**config.mk**
```make
export PLATFORM = sky130hd
export DESIGN_NAME = pin_retain_ctrl
export DESIGN_NICKNAME = d
export VERILOG_FILES = /design/src/rtl/pin_retain_pkg.sv /design/src/rtl/pin_retain_cfg_regs.sv /design/src/rtl/pin_retain_pad_hold.sv /design/src/rtl/pin_retain_edge_flags.sv /design/src/rtl/pin_retain_lock_fsm.sv /design/src/rtl/pin_retain_ctrl.sv
export SDC_FILE = /design/constraint.sdc
export NUM_CORES = 1
export LEC_CHECK = 0
export BUFFER_PORTS_ARGS = -buffer_cell sky130_fd_sc_hd__buf_4
export CORE_ASPECT_RATIO = 1.5
export CORE_MARGIN = 2
export CORE_UTILIZATION = 35
export DETAILED_ROUTE_END_ITERATION = 6
export PLACE_DENSITY = 0.53
export RECOVER_POWER = 50
export SYNTH_ARGS = -nofsm -noshare
export SYNTH_HDL_FRONTEND = slang
export SYNTH_SLANG_ARGS = --single-unit
export TNS_END_PERCENT = 5
```
**constraint.sdc**
```tcl
create_clock -name clk_i -period 2.1 [get_ports clk_i]
set_input_delay 0.315 -clock clk_i [delete_from_list [all_inputs] [get_ports clk_i]]
set_output_delay 0.315 -clock clk_i [all_outputs]
set_load 0.02 [all_outputs]
```
**src/rtl/pin_retain_pkg.sv**
```systemverilog
package pin_retain_pkg;
  typedef enum logic [2:0] {
    SEL_DIR      = 3'd0,
    SEL_OUT      = 3'd1,
    SEL_PULL_EN  = 3'd2,
    SEL_DRIVE    = 3'd3,
    SEL_EDGE     = 3'd4,
    SEL_IRQ_EN   = 3'd5,
    SEL_FLAG_CLR = 3'd6,
    SEL_LOCK     = 3'd7
  } reg_sel_e;

  localparam int unsigned NUM_CFG = 6;
endpackage

```
**src/rtl/pin_retain_cfg_regs.sv**
```systemverilog
module pin_retain_cfg_regs
  import pin_retain_pkg::*;
#(
  parameter int unsigned NUM_PINS = 8
) (
  input  logic                clk_i,
  input  logic                rst_ni,
  input  logic                wr_en_i,
  input  reg_sel_e            wr_sel_i,
  input  logic [NUM_PINS-1:0] wr_data_i,
  input  logic                block_i,
  input  logic                wipe_i,
  output logic [NUM_PINS-1:0] dir_o,
  output logic [NUM_PINS-1:0] out_o,
  output logic [NUM_PINS-1:0] pull_en_o,
  output logic [NUM_PINS-1:0] drive_o,
  output logic [NUM_PINS-1:0] edge_o,
  output logic [NUM_PINS-1:0] irq_en_o
);
  logic [NUM_PINS-1:0] regs_q [NUM_CFG];

  for (genvar g = 0; g < NUM_CFG; g++) begin : g_reg
    logic hit;
    assign hit = wr_en_i && !block_i && (wr_sel_i == reg_sel_e'(g));
    always_ff @(posedge clk_i or negedge rst_ni) begin
      if (!rst_ni)     regs_q[g] <= '0;
      else if (wipe_i) regs_q[g] <= '0;
      else if (hit)    regs_q[g] <= wr_data_i;
    end
  end

  assign dir_o     = regs_q[SEL_DIR];
  assign out_o     = regs_q[SEL_OUT];
  assign pull_en_o = regs_q[SEL_PULL_EN];
  assign drive_o   = regs_q[SEL_DRIVE];
  assign edge_o    = regs_q[SEL_EDGE];
  assign irq_en_o  = regs_q[SEL_IRQ_EN];
endmodule

```
**src/rtl/pin_retain_pad_hold.sv**
```systemverilog
module pin_retain_pad_hold #(
  parameter int unsigned NUM_PINS = 8
) (
  input  logic                clk_i,
  input  logic                rst_ni,
  input  logic                capture_i,
  input  logic                lock_i,
  input  logic [NUM_PINS-1:0] dir_i,
  input  logic [NUM_PINS-1:0] out_i,
  input  logic [NUM_PINS-1:0] pull_en_i,
  input  logic [NUM_PINS-1:0] drive_i,
  input  logic [NUM_PINS-1:0] edge_i,
  input  logic [NUM_PINS-1:0] irq_en_i,
  output logic [NUM_PINS-1:0] pad_oe_o,
  output logic [NUM_PINS-1:0] pad_out_o,
  output logic [NUM_PINS-1:0] pad_pe_o,
  output logic [NUM_PINS-1:0] pad_ps_o,
  output logic [NUM_PINS-1:0] pad_ds_o,
  output logic [NUM_PINS-1:0] wake_edge_o,
  output logic [NUM_PINS-1:0] wake_en_o
);
  for (genvar p = 0; p < NUM_PINS; p++) begin : g_pin
    logic live_oe, live_out, live_pe, live_ps, live_ds;
    logic hold_oe_q, hold_out_q, hold_pe_q, hold_ps_q, hold_ds_q;
    logic hold_edge_q, hold_en_q;

    assign live_oe  = dir_i[p];
    assign live_out = out_i[p];
    assign live_pe  = pull_en_i[p] & ~dir_i[p];
    assign live_ps  = out_i[p];
    assign live_ds  = drive_i[p];

    always_ff @(posedge clk_i or negedge rst_ni) begin
      if (!rst_ni) begin
        hold_oe_q   <= 1'b0;
        hold_out_q  <= 1'b0;
        hold_pe_q   <= 1'b0;
        hold_ps_q   <= 1'b0;
        hold_ds_q   <= 1'b0;
        hold_edge_q <= 1'b0;
        hold_en_q   <= 1'b0;
      end else if (capture_i) begin
        hold_oe_q   <= live_oe;
        hold_out_q  <= live_out;
        hold_pe_q   <= live_pe;
        hold_ps_q   <= live_ps;
        hold_ds_q   <= live_ds;
        hold_edge_q <= edge_i[p];
        hold_en_q   <= irq_en_i[p];
      end
    end

    assign pad_oe_o[p]    = lock_i ? hold_oe_q  : live_oe;
    assign pad_out_o[p]   = lock_i ? hold_out_q : live_out;
    assign pad_pe_o[p]    = lock_i ? hold_pe_q  : live_pe;
    assign pad_ps_o[p]    = lock_i ? hold_ps_q  : live_ps;
    assign pad_ds_o[p]    = lock_i ? hold_ds_q  : live_ds;
    assign wake_edge_o[p] = hold_edge_q;
    assign wake_en_o[p]   = hold_en_q;
  end
endmodule

```
**src/rtl/pin_retain_edge_flags.sv**
```systemverilog
module pin_retain_edge_flags #(
  parameter int unsigned          NUM_PINS  = 8,
  parameter logic [NUM_PINS-1:0]  WAKE_MASK = '1
) (
  input  logic                clk_i,
  input  logic                rst_ni,
  input  logic [NUM_PINS-1:0] pad_in_i,
  input  logic                asleep_i,
  input  logic                wipe_i,
  input  logic [NUM_PINS-1:0] live_edge_i,
  input  logic [NUM_PINS-1:0] wake_edge_i,
  input  logic [NUM_PINS-1:0] wake_en_i,
  input  logic                clr_en_i,
  input  logic [NUM_PINS-1:0] clr_mask_i,
  output logic [NUM_PINS-1:0] flags_o,
  output logic                wake_hit_o
);
  logic [NUM_PINS-1:0] prev_q, flags_q, rise, fall, pol, hit, set;

  assign rise = pad_in_i & ~prev_q;
  assign fall = ~pad_in_i & prev_q;
  assign pol  = asleep_i ? wake_edge_i : live_edge_i;
  assign hit  = (rise & ~pol) | (fall & pol);
  // asleep: only wake-capable pins with frozen enable may flag
  assign set  = asleep_i ? (hit & wake_en_i & WAKE_MASK) : hit;
  assign wake_hit_o = asleep_i && (set != '0);

  always_ff @(posedge clk_i or negedge rst_ni) begin
    if (!rst_ni) begin
      prev_q  <= '0;
      flags_q <= '0;
    end else begin
      prev_q <= pad_in_i;
      if (wipe_i)        flags_q <= '0;
      else if (clr_en_i) flags_q <= (flags_q & ~clr_mask_i) | set;
      else               flags_q <= flags_q | set;
    end
  end

  assign flags_o = flags_q;
endmodule

```
**src/rtl/pin_retain_lock_fsm.sv**
```systemverilog
module pin_retain_lock_fsm (
  input  logic clk_i,
  input  logic rst_ni,
  input  logic sleep_req_i,
  input  logic lock_wr_i,
  input  logic lock_wr_bit_i,
  input  logic wake_hit_i,
  output logic entry_o,
  output logic capture_o,
  output logic lock_o,
  output logic asleep_o
);
  logic lock_q, asleep_q;

  assign entry_o   = sleep_req_i && !asleep_q;
  assign capture_o = entry_o && !lock_q;

  always_ff @(posedge clk_i or negedge rst_ni) begin
    if (!rst_ni) begin
      lock_q   <= 1'b0;
      asleep_q <= 1'b0;
    end else if (entry_o) begin
      lock_q   <= 1'b1;
      asleep_q <= 1'b1;
    end else if (asleep_q) begin
      if (wake_hit_i) asleep_q <= 1'b0;
    end else if (lock_wr_i && !lock_wr_bit_i) begin
      lock_q <= 1'b0;
    end
  end

  assign lock_o   = lock_q;
  assign asleep_o = asleep_q;
endmodule

```
**src/rtl/pin_retain_ctrl.sv**
```systemverilog
module pin_retain_ctrl
  import pin_retain_pkg::*;
#(
  parameter int unsigned         NUM_PINS  = 8,
  parameter logic [NUM_PINS-1:0] WAKE_MASK = 8'h03
) (
  input  logic                clk_i,
  input  logic                rst_ni,
  input  logic                sleep_req_i,
  input  logic                wr_en_i,
  input  logic [2:0]          wr_sel_i,
  input  logic [NUM_PINS-1:0] wr_data_i,
  input  logic [2:0]          rd_sel_i,
  output logic [NUM_PINS-1:0] rd_data_o,
  input  logic [NUM_PINS-1:0] pad_in_i,
  output logic [NUM_PINS-1:0] pad_oe_o,
  output logic [NUM_PINS-1:0] pad_out_o,
  output logic [NUM_PINS-1:0] pad_pe_o,
  output logic [NUM_PINS-1:0] pad_ps_o,
  output logic [NUM_PINS-1:0] pad_ds_o,
  output logic [NUM_PINS-1:0] flags_o,
  output logic                irq_o,
  output logic                lock_o,
  output logic                asleep_o,
  output logic                wake_o
);
  reg_sel_e wsel, rsel;
  logic [NUM_PINS-1:0] cfg_dir, cfg_out, cfg_pull_en, cfg_drive, cfg_edge, cfg_irq_en;
  logic [NUM_PINS-1:0] wake_edge, wake_en;
  logic sleep_entry, capture, wake_hit, clr_en, lock_wr;

  assign wsel = reg_sel_e'(wr_sel_i);
  assign rsel = reg_sel_e'(rd_sel_i);

  assign lock_wr = wr_en_i && (wsel == SEL_LOCK);
  assign clr_en  = wr_en_i && (wsel == SEL_FLAG_CLR) && !asleep_o && !lock_o;

  pin_retain_lock_fsm u_fsm (
    .clk_i         (clk_i),
    .rst_ni        (rst_ni),
    .sleep_req_i   (sleep_req_i),
    .lock_wr_i     (lock_wr),
    .lock_wr_bit_i (wr_data_i[0]),
    .wake_hit_i    (wake_hit),
    .entry_o       (sleep_entry),
    .capture_o     (capture),
    .lock_o        (lock_o),
    .asleep_o      (asleep_o)
  );

  pin_retain_cfg_regs #(.NUM_PINS(NUM_PINS)) u_regs (
    .clk_i     (clk_i),
    .rst_ni    (rst_ni),
    .wr_en_i   (wr_en_i),
    .wr_sel_i  (wsel),
    .wr_data_i (wr_data_i),
    .block_i   (asleep_o),
    .wipe_i    (sleep_entry),
    .dir_o     (cfg_dir),
    .out_o     (cfg_out),
    .pull_en_o (cfg_pull_en),
    .drive_o   (cfg_drive),
    .edge_o    (cfg_edge),
    .irq_en_o  (cfg_irq_en)
  );

  pin_retain_pad_hold #(.NUM_PINS(NUM_PINS)) u_hold (
    .clk_i       (clk_i),
    .rst_ni      (rst_ni),
    .capture_i   (capture),
    .lock_i      (lock_o),
    .dir_i       (cfg_dir),
    .out_i       (cfg_out),
    .pull_en_i   (cfg_pull_en),
    .drive_i     (cfg_drive),
    .edge_i      (cfg_edge),
    .irq_en_i    (cfg_irq_en),
    .pad_oe_o    (pad_oe_o),
    .pad_out_o   (pad_out_o),
    .pad_pe_o    (pad_pe_o),
    .pad_ps_o    (pad_ps_o),
    .pad_ds_o    (pad_ds_o),
    .wake_edge_o (wake_edge),
    .wake_en_o   (wake_en)
  );

  pin_retain_edge_flags #(.NUM_PINS(NUM_PINS), .WAKE_MASK(WAKE_MASK)) u_flags (
    .clk_i       (clk_i),
    .rst_ni      (rst_ni),
    .pad_in_i    (pad_in_i),
    .asleep_i    (asleep_o),
    .wipe_i      (sleep_entry),
    .live_edge_i (cfg_edge),
    .wake_edge_i (wake_edge),
    .wake_en_i   (wake_en),
    .clr_en_i    (clr_en),
    .clr_mask_i  (wr_data_i),
    .flags_o     (flags_o),
    .wake_hit_o  (wake_hit)
  );

  assign wake_o = wake_hit;
  assign irq_o  = !asleep_o && ((flags_o & cfg_irq_en) != '0);

  always_comb begin
    unique case (rsel)
      SEL_DIR:      rd_data_o = cfg_dir;
      SEL_OUT:      rd_data_o = cfg_out;
      SEL_PULL_EN:  rd_data_o = cfg_pull_en;
      SEL_DRIVE:    rd_data_o = cfg_drive;
      SEL_EDGE:     rd_data_o = cfg_edge;
      SEL_IRQ_EN:   rd_data_o = cfg_irq_en;
      SEL_FLAG_CLR: rd_data_o = flags_o;
      SEL_LOCK:     rd_data_o = {{(NUM_PINS-1){1'b0}}, lock_o};
      default:      rd_data_o = '0;
    endcase
  end
endmodule

```
After elaboration in Yosys (flattened, before gate mapping):

Cells that the tools add are included.

* flip-flop bits (word level): 108
* input port bits: 26
* output and inout bits: 60
* logic and storage cells: 183

* equal/unequal tests: 15
* multiplexer cells: 55
* bitwise operators: 30
* reduce and logical (&&, ||, !) cells: 31

Operators by type and width (count)
* 8-bit two-way mux: 16
* 8-bit case mux with 8 select lines: 1
* 8-bit bitwise AND: 6
* 1-bit two-way mux: 38
* 8-bit inverter: 4
* 3-bit == test (second input constant): 8
* 8-bit bitwise OR: 3
* 1-bit logical AND: 16
* 8-bit nonzero test: 2
* 2-bit nonzero test: 7
* 3-bit by 2-bit == test with 1-bit output (second input constant): 4
* 1-bit bitwise AND: 8
* 1-bit inverter: 8
* 3-bit by 1-bit == test with 1-bit output (second input constant): 2
* 3-bit logical NOT: 2
* 1-bit logical NOT: 3
* 2-bit bitwise AND: 1
* 2-bit by 1-bit != test with 1-bit output (second input constant): 1
* 2-bit AND reduction: 1

Depth between registers and ports, before layout:

* word-level depth: 11
* mapped depth: 7
* depth with buffers taken out: 4

By module:

From an unflattened synthesis, not the netlist that was laid out.

* cell total of the unflattened synthesis: 520
* area, all modules: 6060.8 µm²

By module, submodules not included
* pin_retain_pad_hold: instances 1, cells each 185, area each 2439.8 µm², seq. area each 1201.2 µm²
* pin_retain_cfg_regs: instances 1, cells each 171, area each 2165.8 µm², seq. area each 1201.2 µm²
* pin_retain_edge_flags: instances 1, cells each 72, area each 779.5 µm², seq. area each 400.4 µm²
* pin_retain_ctrl: instances 1, cells each 82, area each 570.5 µm², seq. area each 0.0 µm²
* pin_retain_lock_fsm: instances 1, cells each 10, area each 105.1 µm², seq. area each 50.0 µm²

Worst setup path after synthesis:

No wires, ideal clock.

* kind: flip-flop to output port
* from: register u_fsm.lock_q, in the netlist u_fsm.lock_o
* to: output pad_ps_o[5]
* arrival: 1.667 ns
* required time: 1.785 ns
* slack: 0.118 ns
* cell stages (with the launch flop): 5
* buffers on the path: 3
* cells stage by stage: dfrtp_1 clkbuf_1 clkbuf_1 o21ai_0 buf_4

* cells in the longest elaborated chain, start to end: 1

Ends and longest elaborated chain
* start: declaration: line pin_retain_lock_fsm.sv:13 `logic lock_q, asleep_q;`
* start signal: assignment: line pin_retain_lock_fsm.sv:20 `lock_q <= 1'b0;`
* start signal: assignment: line pin_retain_lock_fsm.sv:23 `lock_q <= 1'b1;`
* start signal: assignment: line pin_retain_lock_fsm.sv:28 `lock_q <= 1'b0;`
* 1-bit two-way mux
* end: declaration: line pin_retain_ctrl.sv:19 `output logic [NUM_PINS-1:0] pad_ps_o,`

Every way passes these cells.

Worst setup path in the final report:

* from: register u_flags.flags_q[0], in the netlist u_flags.flags_o[0]
* to: output rd_data_o[0]

* cells in the longest elaborated chain, start to end: 1

Ends and longest elaborated chain
* start: declaration: line pin_retain_edge_flags.sv:18 `logic [NUM_PINS-1:0] prev_q, flags_q, rise, fall, pol, hit, set;`
* start signal: assignment: line pin_retain_edge_flags.sv:35 `else if (clr_en_i) flags_q <= (flags_q & ~clr_mask_i) | set;`
* start signal: assignment: line pin_retain_edge_flags.sv:36 `else flags_q <= flags_q | set;`
* 8-bit case mux with 8 select lines: line pin_retain_ctrl.sv:106 `unique case (rsel)`
* end: declaration: line pin_retain_ctrl.sv:14 `output logic [NUM_PINS-1:0] rd_data_o,`

Every way passes these cells.

==> out/qor.txt <==
# rows - 54
Post_cts resized - 0
WL final - 13300 microns
Core area - 14500 sq um
Initial antenna violation count - 0
Largest net degree at the start of global routing - 55
Root buffer cell - clkbuf_16
Post-detail-place hpwl - 9850 microns
Final ANT Viol Nets - 0
Initial Util - 35.7%
Die W - 103 microns
First-pass detailed-route iteration total - 4
Period utilisation layout - 96.8%
WP data required - 1.78 ns
Clk network pwr share - 41.5%
Syn Nets - 497
Clk_lat worst skew - 0.34 ns
Layout cell share with drive strength beyond 1 - 25.9%
Sw frac - 22.8%
GRT Residual Overflow - 0
Most common library cells after synthesis - 102 x dfrtp_1, 46 x nor2_1, 45 x nand2_1
GRT Overall Usage - 18.0%
Maxcap violations - 0
Synth unique cells - 43
Critical path class - flop to output port
Post-synthesis cell count - 471
Status - completed
Starting DRT DRC Count - 140
Clock net sink count - 102
Mapped Area - 5190 sq um
Async S/R FF share, synth - 100%
Cell Int Power - 3.06 mW
Post-CTS Setup Inserts - 0
DRC violations left - 0
Startpoint types - flop
Ys flop type - dfrtp_1
Worst Tran Pin Value - 0.904 ns
N_diodes - 0
First-pass GRT wire length - 21800 microns
CTS max path bufs - 2
Combinational share of power - 7.7%
Post-synth top area cell - dfrtp_1
Worst EP arrival - 1.72 ns
Hold WS - 0.110 ns
Reg clk slew, reported paths - 0.07 ns
Final Max Slew Viols - 0
EDFF count, synth - 0
Area contributors post-synth - dfrtp_1 49%, mux2i_1 8.5%, mux2_2 6.1%
PD cells - 635 nW/um^2
Die footprint - 15800 sq um
Tightest Hold Check Type - input port to flop
Area share of the largest cell type after synthesis - 49.2%
Unrepaired setup endpoints after global routing - false
Pleak - 2.98 nW
# setup viols final - 0
Die H - 153 microns
Vias in the first global route - 3916
H-tree depth reported by CTS - 3
Tmin final - 2.03 ns
IO Port Bufs - 85
I/O Pins - 86
Placer congestion estimate - 0.788
Ys Warns - 0
Sequential power share - 50.8%
Layout Nets - 574
Fin. Hold Viols - 0
Post-synthesis sequential area ratio - 49.2%
Wire length per cell - 17.8 microns
Peak supply drop - 0.000369 V
Max transition margin - 39.7%
Via count - 3808
CTS Buf Count - 9
FILL cells - 1447
Fmax - 492 MHz
Most common cell in the synthesized netlist - dfrtp_1
Vias per cell - 5.09
CP endpoint kind - output port
Synthesized area per cell - 11.0 sq um
CTS tree - done
Crit-path max FO - 4
Setup_tns - 0 ns
P&R area growth vs syn - 20.2%
Clock Skews - 0.00562 ns
FF+latch count, synth - 102
Psw - 0.901 mW
repair_timing:
item	CTS	global route
setup endpoints to repair	0	0
endpoints found under the hold margin	35	0
hold buffers	1	0
worst paths after layout:
| kind | to | slack (ns) | startpoint | cells after the start |
|---|---|---|---|---|
| min in group asynchronous | u_flags.prev_q[5] | 0.63 | rst_ni | 2 |
| hold reg to reg | u_hold.g_pin[0].hold_pe_q | 0.48 | u_hold.g_pin[0].hold_pe_q | 2 |
| setup / recovery | rd_data_o[0] | 0.07 | u_flags.flags_o[0] | 3 |
| setup reg to reg | u_hold.g_pin[5].hold_ds_q | 0.16 | u_fsm.asleep_o | 5 |
| max in group asynchronous | u_hold.g_pin[2].hold_oe_q | 0.36 | rst_ni | 3 |
| hold / removal | u_flags.prev_q[7] | 0.11 | pad_in_i[7] | 1 |
per-stage QoR:
step                      cell area (sq um)  total power [mW]  util, %  worst slack (ns)  cells
after floorplan                        5190              2.20        -             0.118    471
after detailed placement               6040              2.38     41.6             0.192    732
after global placement                 6040              2.37     41.6             0.229    732
after global routing                   6230              4.12     42.9            0.0115    748
after CTS                              6330              4.03     43.6            0.0540    748
final                                  6230              3.96     42.9            0.0663    748
cell usage in the layout (no fill, tap or decap), types with 9 or more instances in the layout:
master     Yosys  final
nand3_1       14     14
mux2_2        28     28
buf_4         13     81
mux2_1        27     27
nor2_1        46     46
clkbuf_1      11     20
nand2_1       45     45
o21ai_0       12     20
dfrtp_1      102    102
mux2i_1       44     44
clkbuf_16      0      9
a22oi_1       10     10
nand2b_1      17     16
a21oi_1       15     15
flip-flops by register name, indices dropped and copies added, names as in the netlist:
name                      cells
u_hold.g_pin.hold_en_q        2
u_hold.g_pin.hold_edge_q      2
u_regs.irq_en_o               8
u_regs.dir_o                  8
u_hold.g_pin.hold_ds_q        8
u_regs.pull_en_o              8
u_hold.g_pin.hold_ps_q        3
u_hold.g_pin.hold_pe_q        8
u_regs.out_o                  8
u_hold.g_pin.hold_oe_q        8
u_hold.g_pin.hold_out_q       5
u_fsm.lock_o                  1
u_regs.drive_o                8
u_flags.flags_o               8
u_fsm.asleep_o                1
u_regs.edge_o                 8
u_flags.prev_q                8
power groups by stage:
stage	registers, mW	clock network, mW	logic [mW]
after floorplan	2.05	0	0.152
after global placement	2.05	0	0.320
after detailed placement	2.05	0	0.326
after CTS	2.01	1.69	0.328
after global routing	2.02	1.77	0.336
final	2.01	1.64	0.304
layer usage:
metal,vias to the layer above,share of wire (%),global-route usage [%]
li1,1825,-,-
met1,1892,44,24.2
met2,81,51,29.7
met3,10,3.3,2.97
met4,0,1.3,4.82
met5,-,0,0
area by class of cell:
cell class	instances	area, sq um	area share, %
Clock buffer	14	254	4.07
Clock inverter	1	30.0	0.482
Inverter	2	7.51	0.120
Multi-Input combinational cell	330	2430	39.0
Sequential cell	102	2550	40.9
Tap cell	196	245	3.93
Timing Repair Buffer	103	713	11.4
cell families (layout without fill, tap and decap cells):
logic type      count (synthesis)  after routing  share of synthesized area (%)
compound gates                 77             77                           9.41
flops                         102            102                           49.2
buf+inv                        39            120                           4.08
mux                           105            105                           23.0
simple gates                  148            148                           14.3
worst max-delay path, stage by stage (launching register included):
cell and delay, ns:
dfrtp_1 0.46, mux4_2 0.48, mux2_2 0.27, buf_4 0.16
No activity file was read; power rests on OpenSTA's default activity.
